<file path="src/rtl/spi_pkg.sv">
package spi_pkg;
  localparam int RATE_W = 2;
  localparam int HALF_W = (1 << RATE_W) + 2;

  localparam logic [1:0] A_DATA = 2'd0;
  localparam logic [1:0] A_CTRL = 2'd1;
  localparam logic [1:0] A_STAT = 2'd2;

  typedef struct packed {
    logic              ie;
    logic              en;
    logic              div_off;
    logic              mstr;
    logic              cpol;
    logic              cpha;
    logic [RATE_W-1:0] rate;
  } ctrl_t;

  // system clocks per SCK half period
  function automatic logic [HALF_W-1:0] half_cycles(input logic [RATE_W-1:0] rate,
                                                    input logic div_off);
    logic [HALF_W-1:0] base;
    base = HALF_W'(2) << rate;
    return div_off ? base : (base << 1);
  endfunction
endpackage

</file>
<file path="src/rtl/spi_sync.sv">
module spi_sync #(
  parameter int   STAGES  = 2,
  parameter logic RST_VAL = 1'b0
) (
  input  logic clk,
  input  logic rst_n,
  input  logic d,
  output logic q
);
  logic [STAGES-1:0] chain;
  always_ff @(posedge clk or negedge rst_n) begin
    if (!rst_n) chain <= {STAGES{RST_VAL}};
    else        chain <= {chain[STAGES-2:0], d};
  end
  assign q = chain[STAGES-1];
endmodule

</file>
<file path="src/rtl/spi_clkgen.sv">
module spi_clkgen
  import spi_pkg::*;
#(
  parameter int EDGES = 16
) (
  input  logic              clk,
  input  logic              rst_n,
  input  logic              start,
  input  logic              abort,
  input  logic [HALF_W-1:0] half,
  input  logic              cpol,
  output logic              sck,
  output logic              edge_ev,
  output logic              busy
);
  localparam int EW = $clog2(EDGES);
  logic [HALF_W-1:0] cnt;
  logic [EW-1:0]     ecnt;

  assign edge_ev = busy && (cnt == half - 1'b1);

  always_ff @(posedge clk or negedge rst_n) begin
    if (!rst_n) begin
      busy <= 1'b0;
      cnt  <= '0;
      ecnt <= '0;
      sck  <= 1'b0;
    end else if (abort) begin
      busy <= 1'b0;
      cnt  <= '0;
      sck  <= cpol;
    end else if (start) begin
      busy <= 1'b1;
      cnt  <= '0;
      ecnt <= '0;
      sck  <= cpol;
    end else if (busy) begin
      if (edge_ev) begin
        cnt  <= '0;
        sck  <= ~sck;
        ecnt <= ecnt + 1'b1;
        if (ecnt == EW'(EDGES - 1)) busy <= 1'b0;
      end else begin
        cnt <= cnt + 1'b1;
      end
    end else begin
      sck <= cpol;
    end
  end
endmodule

</file>
<file path="src/rtl/spi_shifter.sv">
module spi_shifter #(
  parameter int DATA_W = 8
) (
  input  logic              clk,
  input  logic              rst_n,
  input  logic              load,
  input  logic [DATA_W-1:0] load_data,
  input  logic              restart,
  input  logic              edge_ev,
  input  logic              in_bit,
  input  logic              cpha,
  output logic              out_bit,
  output logic [DATA_W-1:0] rx_byte,
  output logic              done,
  output logic              idx_nz
);
  localparam int EDGES = 2 * DATA_W;
  localparam int IW    = $clog2(EDGES);

  logic [DATA_W-1:0] tx_sr;
  logic [IW-1:0]     idx;
  logic              sample_edge, hold_first;

  assign sample_edge = (idx[0] == cpha);
  assign hold_first  = cpha && (idx == '0);
  assign out_bit     = tx_sr[DATA_W-1];
  assign idx_nz      = (idx != '0);

  always_ff @(posedge clk or negedge rst_n) begin
    if (!rst_n) begin
      tx_sr   <= '0;
      rx_byte <= '0;
      idx     <= '0;
      done    <= 1'b0;
    end else begin
      done <= edge_ev && !restart && (idx == IW'(EDGES - 1));
      if (load) tx_sr <= load_data;
      else if (edge_ev && !restart && !sample_edge && !hold_first)
        tx_sr <= {tx_sr[DATA_W-2:0], 1'b0};
      if (restart) idx <= '0;
      else if (edge_ev) begin
        idx <= idx + 1'b1;
        if (sample_edge) rx_byte <= {rx_byte[DATA_W-2:0], in_bit};
      end
    end
  end
endmodule

</file>
<file path="src/rtl/spi_status.sv">
module spi_status #(
  parameter int DATA_W = 8
) (
  input  logic              clk,
  input  logic              rst_n,
  input  logic              done,
  input  logic [DATA_W-1:0] rx_in,
  input  logic              clr_data,
  input  logic              clr_fault,
  input  logic              fault_ev,
  input  logic              ie,
  output logic              tcf,
  output logic              ovr,
  output logic              modf,
  output logic [DATA_W-1:0] rx_buf,
  output logic              irq
);
  logic tcf_kept;
  assign tcf_kept = tcf && !clr_data;

  always_ff @(posedge clk or negedge rst_n) begin
    if (!rst_n) begin
      tcf    <= 1'b0;
      ovr    <= 1'b0;
      modf   <= 1'b0;
      rx_buf <= '0;
    end else begin
      tcf <= tcf_kept || done;
      ovr <= (ovr && !clr_data) || (done && tcf_kept);
      if (done && !tcf_kept) rx_buf <= rx_in;
      modf <= fault_ev || (modf && !clr_fault);
    end
  end

  assign irq = ie && (tcf || ovr || modf);
endmodule

</file>
<file path="src/rtl/spi_ctrl.sv">
module spi_ctrl
  import spi_pkg::*;
#(
  parameter int DATA_W      = 8,
  parameter int SYNC_STAGES = 2
) (
  input  logic              clk,
  input  logic              rst_n,
  input  logic              bus_wr,
  input  logic              bus_rd,
  input  logic [1:0]        bus_addr,
  input  logic [DATA_W-1:0] bus_wdata,
  output logic [DATA_W-1:0] bus_rdata,
  output logic              irq,
  output logic              spi_pin_en,
  input  logic              sck_in,
  output logic              sck_out,
  output logic              sck_oe,
  input  logic              mosi_in,
  output logic              mosi_out,
  output logic              mosi_oe,
  input  logic              miso_in,
  output logic              miso_out,
  output logic              miso_oe,
  input  logic              ss_n
);
  localparam int EDGES  = 2 * DATA_W;
  localparam int CTRL_W = $bits(ctrl_t);

  ctrl_t             ctrl_q;
  logic              sck_s, sck_p, mosi_s, ss_s;
  logic              wr_data, rd_data, wr_ctrl, rd_stat, data_acc;
  logic              seen_q, clr_data, clr_fault;
  logic              master_mode, fault_ev, m_start, m_abort;
  logic              m_sck, m_edge, m_busy, s_edge;
  logic              sh_edge, sh_restart, sh_load, sh_in, sh_out, idx_nz, done_q;
  logic [DATA_W-1:0] rx_byte, rx_buf;
  logic              tcf, ovr, modf;
  logic [HALF_W-1:0] half;

  spi_sync #(.STAGES(SYNC_STAGES), .RST_VAL(1'b0)) u_sync_sck  (.clk(clk), .rst_n(rst_n), .d(sck_in),  .q(sck_s));
  spi_sync #(.STAGES(SYNC_STAGES), .RST_VAL(1'b0)) u_sync_mosi (.clk(clk), .rst_n(rst_n), .d(mosi_in), .q(mosi_s));
  spi_sync #(.STAGES(SYNC_STAGES), .RST_VAL(1'b1)) u_sync_ss   (.clk(clk), .rst_n(rst_n), .d(ss_n),    .q(ss_s));

  always_ff @(posedge clk or negedge rst_n) begin
    if (!rst_n) sck_p <= 1'b0;
    else        sck_p <= sck_s;
  end

  // register port decode
  assign wr_data  = bus_wr && (bus_addr == A_DATA);
  assign rd_data  = bus_rd && (bus_addr == A_DATA);
  assign wr_ctrl  = bus_wr && (bus_addr == A_CTRL);
  assign rd_stat  = bus_rd && (bus_addr == A_STAT);
  assign data_acc = wr_data || rd_data;

  always_ff @(posedge clk or negedge rst_n) begin
    if (!rst_n)                     seen_q <= 1'b0;
    else if (data_acc || wr_ctrl)   seen_q <= 1'b0;
    else if (rd_stat)               seen_q <= 1'b1;
  end
  assign clr_data  = seen_q && data_acc;
  assign clr_fault = seen_q && wr_ctrl;

  // mode control and fault
  assign master_mode = ctrl_q.en && ctrl_q.mstr;
  assign fault_ev    = master_mode && !ss_s;
  assign m_abort     = fault_ev || !master_mode;
  assign m_start     = wr_data && master_mode && !m_busy && !fault_ev;

  always_ff @(posedge clk or negedge rst_n) begin
    if (!rst_n) ctrl_q <= '0;
    else begin
      if (wr_ctrl) ctrl_q <= ctrl_t'(bus_wdata[CTRL_W-1:0]);
      if (fault_ev) begin
        ctrl_q.en   <= 1'b0;
        ctrl_q.mstr <= 1'b0;
      end
    end
  end

  assign half = half_cycles(ctrl_q.rate, ctrl_q.div_off);

  spi_clkgen #(.EDGES(EDGES)) u_clkgen (
    .clk(clk), .rst_n(rst_n), .start(m_start), .abort(m_abort),
    .half(half), .cpol(ctrl_q.cpol),
    .sck(m_sck), .edge_ev(m_edge), .busy(m_busy)
  );

  assign s_edge     = ctrl_q.en && !ctrl_q.mstr && !ss_s && (sck_s ^ sck_p);
  assign sh_edge    = ctrl_q.mstr ? m_edge : s_edge;
  assign sh_restart = m_start || fault_ev || !ctrl_q.en || (!ctrl_q.mstr && ss_s);
  assign sh_load    = wr_data && !m_busy && !idx_nz;
  assign sh_in      = ctrl_q.mstr ? miso_in : mosi_s;

  spi_shifter #(.DATA_W(DATA_W)) u_shift (
    .clk(clk), .rst_n(rst_n), .load(sh_load), .load_data(bus_wdata),
    .restart(sh_restart), .edge_ev(sh_edge), .in_bit(sh_in), .cpha(ctrl_q.cpha),
    .out_bit(sh_out), .rx_byte(rx_byte), .done(done_q), .idx_nz(idx_nz)
  );

  spi_status #(.DATA_W(DATA_W)) u_status (
    .clk(clk), .rst_n(rst_n), .done(done_q), .rx_in(rx_byte),
    .clr_data(clr_data), .clr_fault(clr_fault), .fault_ev(fault_ev), .ie(ctrl_q.ie),
    .tcf(tcf), .ovr(ovr), .modf(modf), .rx_buf(rx_buf), .irq(irq)
  );

  // pins
  assign spi_pin_en = ctrl_q.en;
  assign sck_oe     = master_mode;
  assign sck_out    = master_mode ? m_sck : ctrl_q.cpol;
  assign mosi_oe    = master_mode;
  assign mosi_out   = sh_out;
  assign miso_oe    = ctrl_q.en && !ctrl_q.mstr && !ss_s;
  assign miso_out   = sh_out;

  always_comb begin
    unique case (bus_addr)
      A_DATA:  bus_rdata = rx_buf;
      A_CTRL:  bus_rdata = DATA_W'(ctrl_q);
      A_STAT:  bus_rdata = DATA_W'({modf, ovr, tcf});
      default: bus_rdata = '0;
    endcase
  end
endmodule

</file>
<file path="config.mk">
export PLATFORM = sky130hd
export DESIGN_NAME = spi_ctrl
export DESIGN_NICKNAME = d
export VERILOG_FILES = /design/src/rtl/spi_pkg.sv /design/src/rtl/spi_sync.sv /design/src/rtl/spi_clkgen.sv /design/src/rtl/spi_shifter.sv /design/src/rtl/spi_status.sv /design/src/rtl/spi_ctrl.sv
export SDC_FILE = /design/constraint.sdc
export NUM_CORES = 1
export LEC_CHECK = 0
export BUFFER_PORTS_ARGS = -buffer_cell sky130_fd_sc_hd__buf_4
export CAP_MARGIN = 20
export CORE_MARGIN = 1
export CORE_UTILIZATION = 55
export DETAILED_ROUTE_END_ITERATION = 8
export GPL_TIMING_DRIVEN = 1
export HOLD_SLACK_MARGIN = 0.08
export MAX_ROUTING_LAYER = met4
export PLACE_DENSITY = 0.87
export SYNTH_ARGS = -nofsm -noshare
export SYNTH_HDL_FRONTEND = slang
export SYNTH_SLANG_ARGS = --single-unit
</file>
<file path="constraint.sdc">
create_clock -name clk -period 4.1 [get_ports clk]
set_clock_uncertainty 0.2 [all_clocks]
set_input_delay 0.82 -clock clk [delete_from_list [all_inputs] [get_ports clk]]
set_output_delay 0.82 -clock clk [all_outputs]
set_load 0.03 [all_outputs]
</file>
==> flow_summary.toml <==
[outcome]
run_status = "completed"

[finish]
num-nets-final = 338
area.growth.synth_to_final_pct = 16.4
n_fill_cell = 367
layout-drive-gt1-share_pct = 25.3
number_of_antenna_diodes = 0
sequential_cell_area_um2 = 1500
area_taken_by_multi_input_logic_gates_um2 = 1400

[clocking]
tritoncts = "built"
cts_max_path_buffers = 2
cts_post_setup_buffers_inserted = 0
cts_resized = 0
number_of_clock_sinks_seen_by_cts = 60
hold_fix_buffer_count_after_cts = 0
clock-root-buffer = "sky130_fd_sc_hd__clkbuf_8"
clk_pin_slew_ns = 0.07
cts-buffers-inserted = 9
worstSkewPairLatency_ns = 0.34
cts.htree.levels = 3

[setup_path]
crit_required_ns = 4.12
timing.critical_path.slowest_stage_cell = "sky130_fd_sc_hd__or3_1"
cp_num_buf_inv = 0
crit_top_cell = "sky130_fd_sc_hd__or3_1"
cp_top_family = "simple AND/OR/NAND/NOR gates"
critical_path.cell_chain = "and2b_1 -> or3_1 -> ha_1 -> xnor2_1 -> or4_1 -> nor2_1 -> nor4b_4 -> nor2_2 -> or3_1 -> mux2_4"
critical-path-max-stage-delay_ns = 0.62
arrival_ns = 3.82
critical_path_class = "reg2reg"
critical_path_peak_fanout = 9
timing.critical_path.from_type = "register"
crit_path_end_kind = "register"

[global_routing]
track_usage_pct = 24.0
first_global_vias = 2056
grt-ovfl-total = 0
grt_start_max_net_pins = 61
grt_first_pass_wirelength_um = 9660
met3_usage_pct = 6.75
use_met1_pct = 31.1
busiest_layer = "met2"
number_of_antenna_violations_at_the_first_check_in_global_routing = 0
m2_gr_usage_pct = 35.4

[logic_synthesis]
synth_fp_nets = 302
synthXorXnorAreaFrac_pct = 2.34
synth.top_cell.area_share_pct = 48.6
count_of_state_elements_after_synthesis = 60
syn_area_per_cell_um2 = 10.7
yosysSeqAreaShare_pct = 50.3
synth.lib_cells_used.distinct = 44
compound_cell_area_share_of_the_yosys_netlist_pct = 10.0
combinational_family_with_the_most_area_after_synthesis = "multiplexers"
ys_top_cells_by_area = "sky130_fd_sc_hd__dfrtp_1 49%, sky130_fd_sc_hd__mux2_2 6.4%, sky130_fd_sc_hd__mux2i_1 6.0%"
synth_fa_ha_area_share_pct = 2.09
most_frequently_used_flop_master_after_synthesis = "sky130_fd_sc_hd__dfrtp_1"
yosys.area_share.simple_pct = 15.9
ys.warnings.count = 0
synth_edf_count = 0
synthCells = 279
synth.cell_area_um2 = 2990
synth.area.mux_share_pct = 16.5
yosys.area.top_type = "sky130_fd_sc_hd__dfrtp_1"
synth-async-reset-ratio_pct = 100

[sta]
setup_viol = 0
maxSlewHeadroom_pct = 50.0
setup_repair_after_global_routing_missed_its_margin = "false"
tightest_slew_ns = 0.749
slew_viol_final = 0
post-route-min-period_ns = 3.80
setup_total_negative_slack_ns = 0
portion_of_the_clock_cycle_consumed_by_the_worst_path_in_the_final_layout_pct = 92.7
report.final.hold_viol_count = 0
maximum_operating_frequency_mhz = 263

[drt]
routed_wire_length_per_instance_um = 15.6
dr.first_iter.drc_count = 224
post-route-drc-count = 0
detailed_route_vias_per_instance = 5.64
detail-route-antenna-nets = 0
first_pass_iters = 4
dr_total_vias = 2200
wl_final_um = 6070

[power_and_ir_drop]
sequentialPowerShare_pct = 47.0
intPower_uw = 1040
power.share.clock_pct = 35.2
switching_share_pct = 29.7
total_power_uw = 1470
powerDensity_nw_per_um2 = 423
comb_power_share_pct = 17.8
max-vdd-ir-drop_mv = 0.297
cellLeakagePower_uw = 0.00167
net_switching_power_uw = 438

[floorplanning]
ioPinCount = 34
start_util_pct = 57.8
die_w_um = 75.7
core_um2 = 5170
number_of_rows_created_at_floorplan = 26
floorplan.die_area_um2 = 5730
die_height_um = 75.7

[place]
gp_congestion = 0.924
dp_hpwl_um = 4180
placement.io_buffers = 33

[run]
cap_viol_max_count = 0

[worst_hold_path]
worstHoldPathType = "reg2reg"
[cells by family (layout without fill, tap and decap cells)]
logic type / count (synthesis) / in the layout
AOI/OAI and AO/OA: 50 / 50
xor gates and xnor gates: 8 / 8
adders and majority gates: 5 / 5
buffers and inverters: 19 / 60
DFF: 60 / 60
muxes: 43 / 43
and+or+nand+nor: 94 / 94
[power groups by stage]
stage	clock network (uW)	registers, uW	logic (uW)
2_1_floorplan	0	688	181
3_3_place_gp	0	698	255
3_5_place_dp	0	701	261
4_1_cts	528	691	263
5_1_grt	552	699	285
6_report	519	692	262
[layout make-up]
cell class / instances / area share, %
flip-flops and latches: 60 / 43.2
multi-input cells: 200 / 40.2
repair buffers: 35 / 7.55
clock buffers: 10 / 3.67
well taps: 70 / 2.52
clock inverters: 6 / 1.83
inverters: 9 / 0.971
[layout by cell type, fill, tap and decap left out, types with 2 or more instances in the layout]
cell | Yosys | routed
sky130_fd_sc_hd__clkinvlp_4 | 0 | 2
sky130_fd_sc_hd__a22o_1 | 3 | 3
sky130_fd_sc_hd__dfstp_2 | 2 | 2
sky130_fd_sc_hd__a31oi_1 | 2 | 2
sky130_fd_sc_hd__mux2_4 | 8 | 8
sky130_fd_sc_hd__a21o_1 | 3 | 3
sky130_fd_sc_hd__nor3_1 | 4 | 4
sky130_fd_sc_hd__o21ai_0 | 16 | 16
sky130_fd_sc_hd__and2b_1 | 2 | 2
sky130_fd_sc_hd__dfrtp_1 | 58 | 58
sky130_fd_sc_hd__ha_1 | 5 | 5
sky130_fd_sc_hd__clkbuf_8 | 0 | 9
sky130_fd_sc_hd__and3_1 | 3 | 3
sky130_fd_sc_hd__xnor2_1 | 6 | 6
sky130_fd_sc_hd__inv_1 | 9 | 9
sky130_fd_sc_hd__mux2i_1 | 18 | 18
sky130_fd_sc_hd__nor2b_1 | 2 | 2
sky130_fd_sc_hd__nand2_1 | 24 | 24
sky130_fd_sc_hd__or3_1 | 4 | 4
sky130_fd_sc_hd__buf_4 | 2 | 35
sky130_fd_sc_hd__nor2_1 | 27 | 27
sky130_fd_sc_hd__and2_1 | 2 | 2
sky130_fd_sc_hd__nand3_1 | 12 | 12
sky130_fd_sc_hd__mux2_2 | 17 | 17
sky130_fd_sc_hd__nand2b_1 | 4 | 4
sky130_fd_sc_hd__a21oi_1 | 16 | 16
sky130_fd_sc_hd__clkinv_2 | 0 | 2
sky130_fd_sc_hd__o31ai_1 | 3 | 3
sky130_fd_sc_hd__nor3b_1 | 2 | 2
sky130_fd_sc_hd__xor2_1 | 2 | 2
[stage by stage]
step	cells	instance area (um2)	setup WS (ns)	util [%]	hold slack, ns
2_1_floorplan	279	2990	0.673	-	0.131
3_3_place_gp	374	3290	0.451	63.5	0.135
3_5_place_dp	374	3290	0.312	63.5	0.136
4_1_cts	390	3480	0.301	67.2	0.153
5_1_grt	390	3480	0.101	67.2	0.162
6_report	390	3480	0.301	67.2	0.151
[worst reg2reg max path: cells and delay by family, from the launching register on]
| family | cells | cell delay [ns] |
|---|---|---|
| mux | 1 | 0.39 |
| flops | 1 | 0.47 |
| simple gates | 7 | 2.22 |
| xor+xnor | 1 | 0.13 |
| fa+ha+maj | 1 | 0.29 |
[final timing paths]
check | from | endpoint | slack [ns] | cells past startpoint
hold reg to reg | u_sync_sck.chain[0] | u_sync_sck.chain[1] | 0.15 | 0
setup / recovery | ctrl_q[5] | u_shift.rx_byte[2] | 0.30 | 10
max in group asynchronous | rst_n | u_clkgen.busy | 2.86 | 1
min in group asynchronous | rst_n | u_sync_mosi.chain[1] | 0.34 | 1
setup reg to reg | ctrl_q[5] | u_shift.rx_byte[2] | 0.30 | 10
hold / removal | u_sync_sck.chain[0] | u_sync_sck.chain[1] | 0.15 | 0
[registers in the layout, indices dropped and copies added, names as in the netlist, 2 cells and up]
signal	count
u_shift.tx_sr	8
u_sync_sck.chain	2
u_sync_ss.chain	2
u_status.rx_buf	8
ctrl_q	7
u_shift.idx	4
u_shift.rx_byte	8
u_sync_mosi.chain	2
u_clkgen.cnt	6
u_clkgen.ecnt	4
[metal layers]
metal	vias up	share of wire, %
met2	50	49
met5	-	0
met1	1076	45
li1	1058	-
met3	16	3.9
met4	0	1.9
[synth_stat cells, types with 2 or more instances]
cell type                  number
sky130_fd_sc_hd__a21o_1         3
sky130_fd_sc_hd__a21oi_1       16
sky130_fd_sc_hd__a22o_1         3
sky130_fd_sc_hd__a31oi_1        2
sky130_fd_sc_hd__and2_1         2
sky130_fd_sc_hd__and2b_1        2
sky130_fd_sc_hd__and3_1         3
sky130_fd_sc_hd__buf_4          2
sky130_fd_sc_hd__clkbuf_1       7
sky130_fd_sc_hd__dfrtp_1       58
sky130_fd_sc_hd__dfstp_2        2
sky130_fd_sc_hd__ha_1           5
sky130_fd_sc_hd__inv_1          9
sky130_fd_sc_hd__mux2_2        17
sky130_fd_sc_hd__mux2_4         8
sky130_fd_sc_hd__mux2i_1       18
sky130_fd_sc_hd__nand2_1       24
sky130_fd_sc_hd__nand2b_1       4
sky130_fd_sc_hd__nand3_1       12
sky130_fd_sc_hd__nor2_1        27
sky130_fd_sc_hd__nor2b_1        2
sky130_fd_sc_hd__nor3_1         4
sky130_fd_sc_hd__nor3b_1        2
sky130_fd_sc_hd__o21ai_0       16
sky130_fd_sc_hd__o31ai_1        3
sky130_fd_sc_hd__or3_1          4
sky130_fd_sc_hd__xnor2_1        6
sky130_fd_sc_hd__xor2_1         2
No activity file was read; power rests on OpenSTA's default activity.
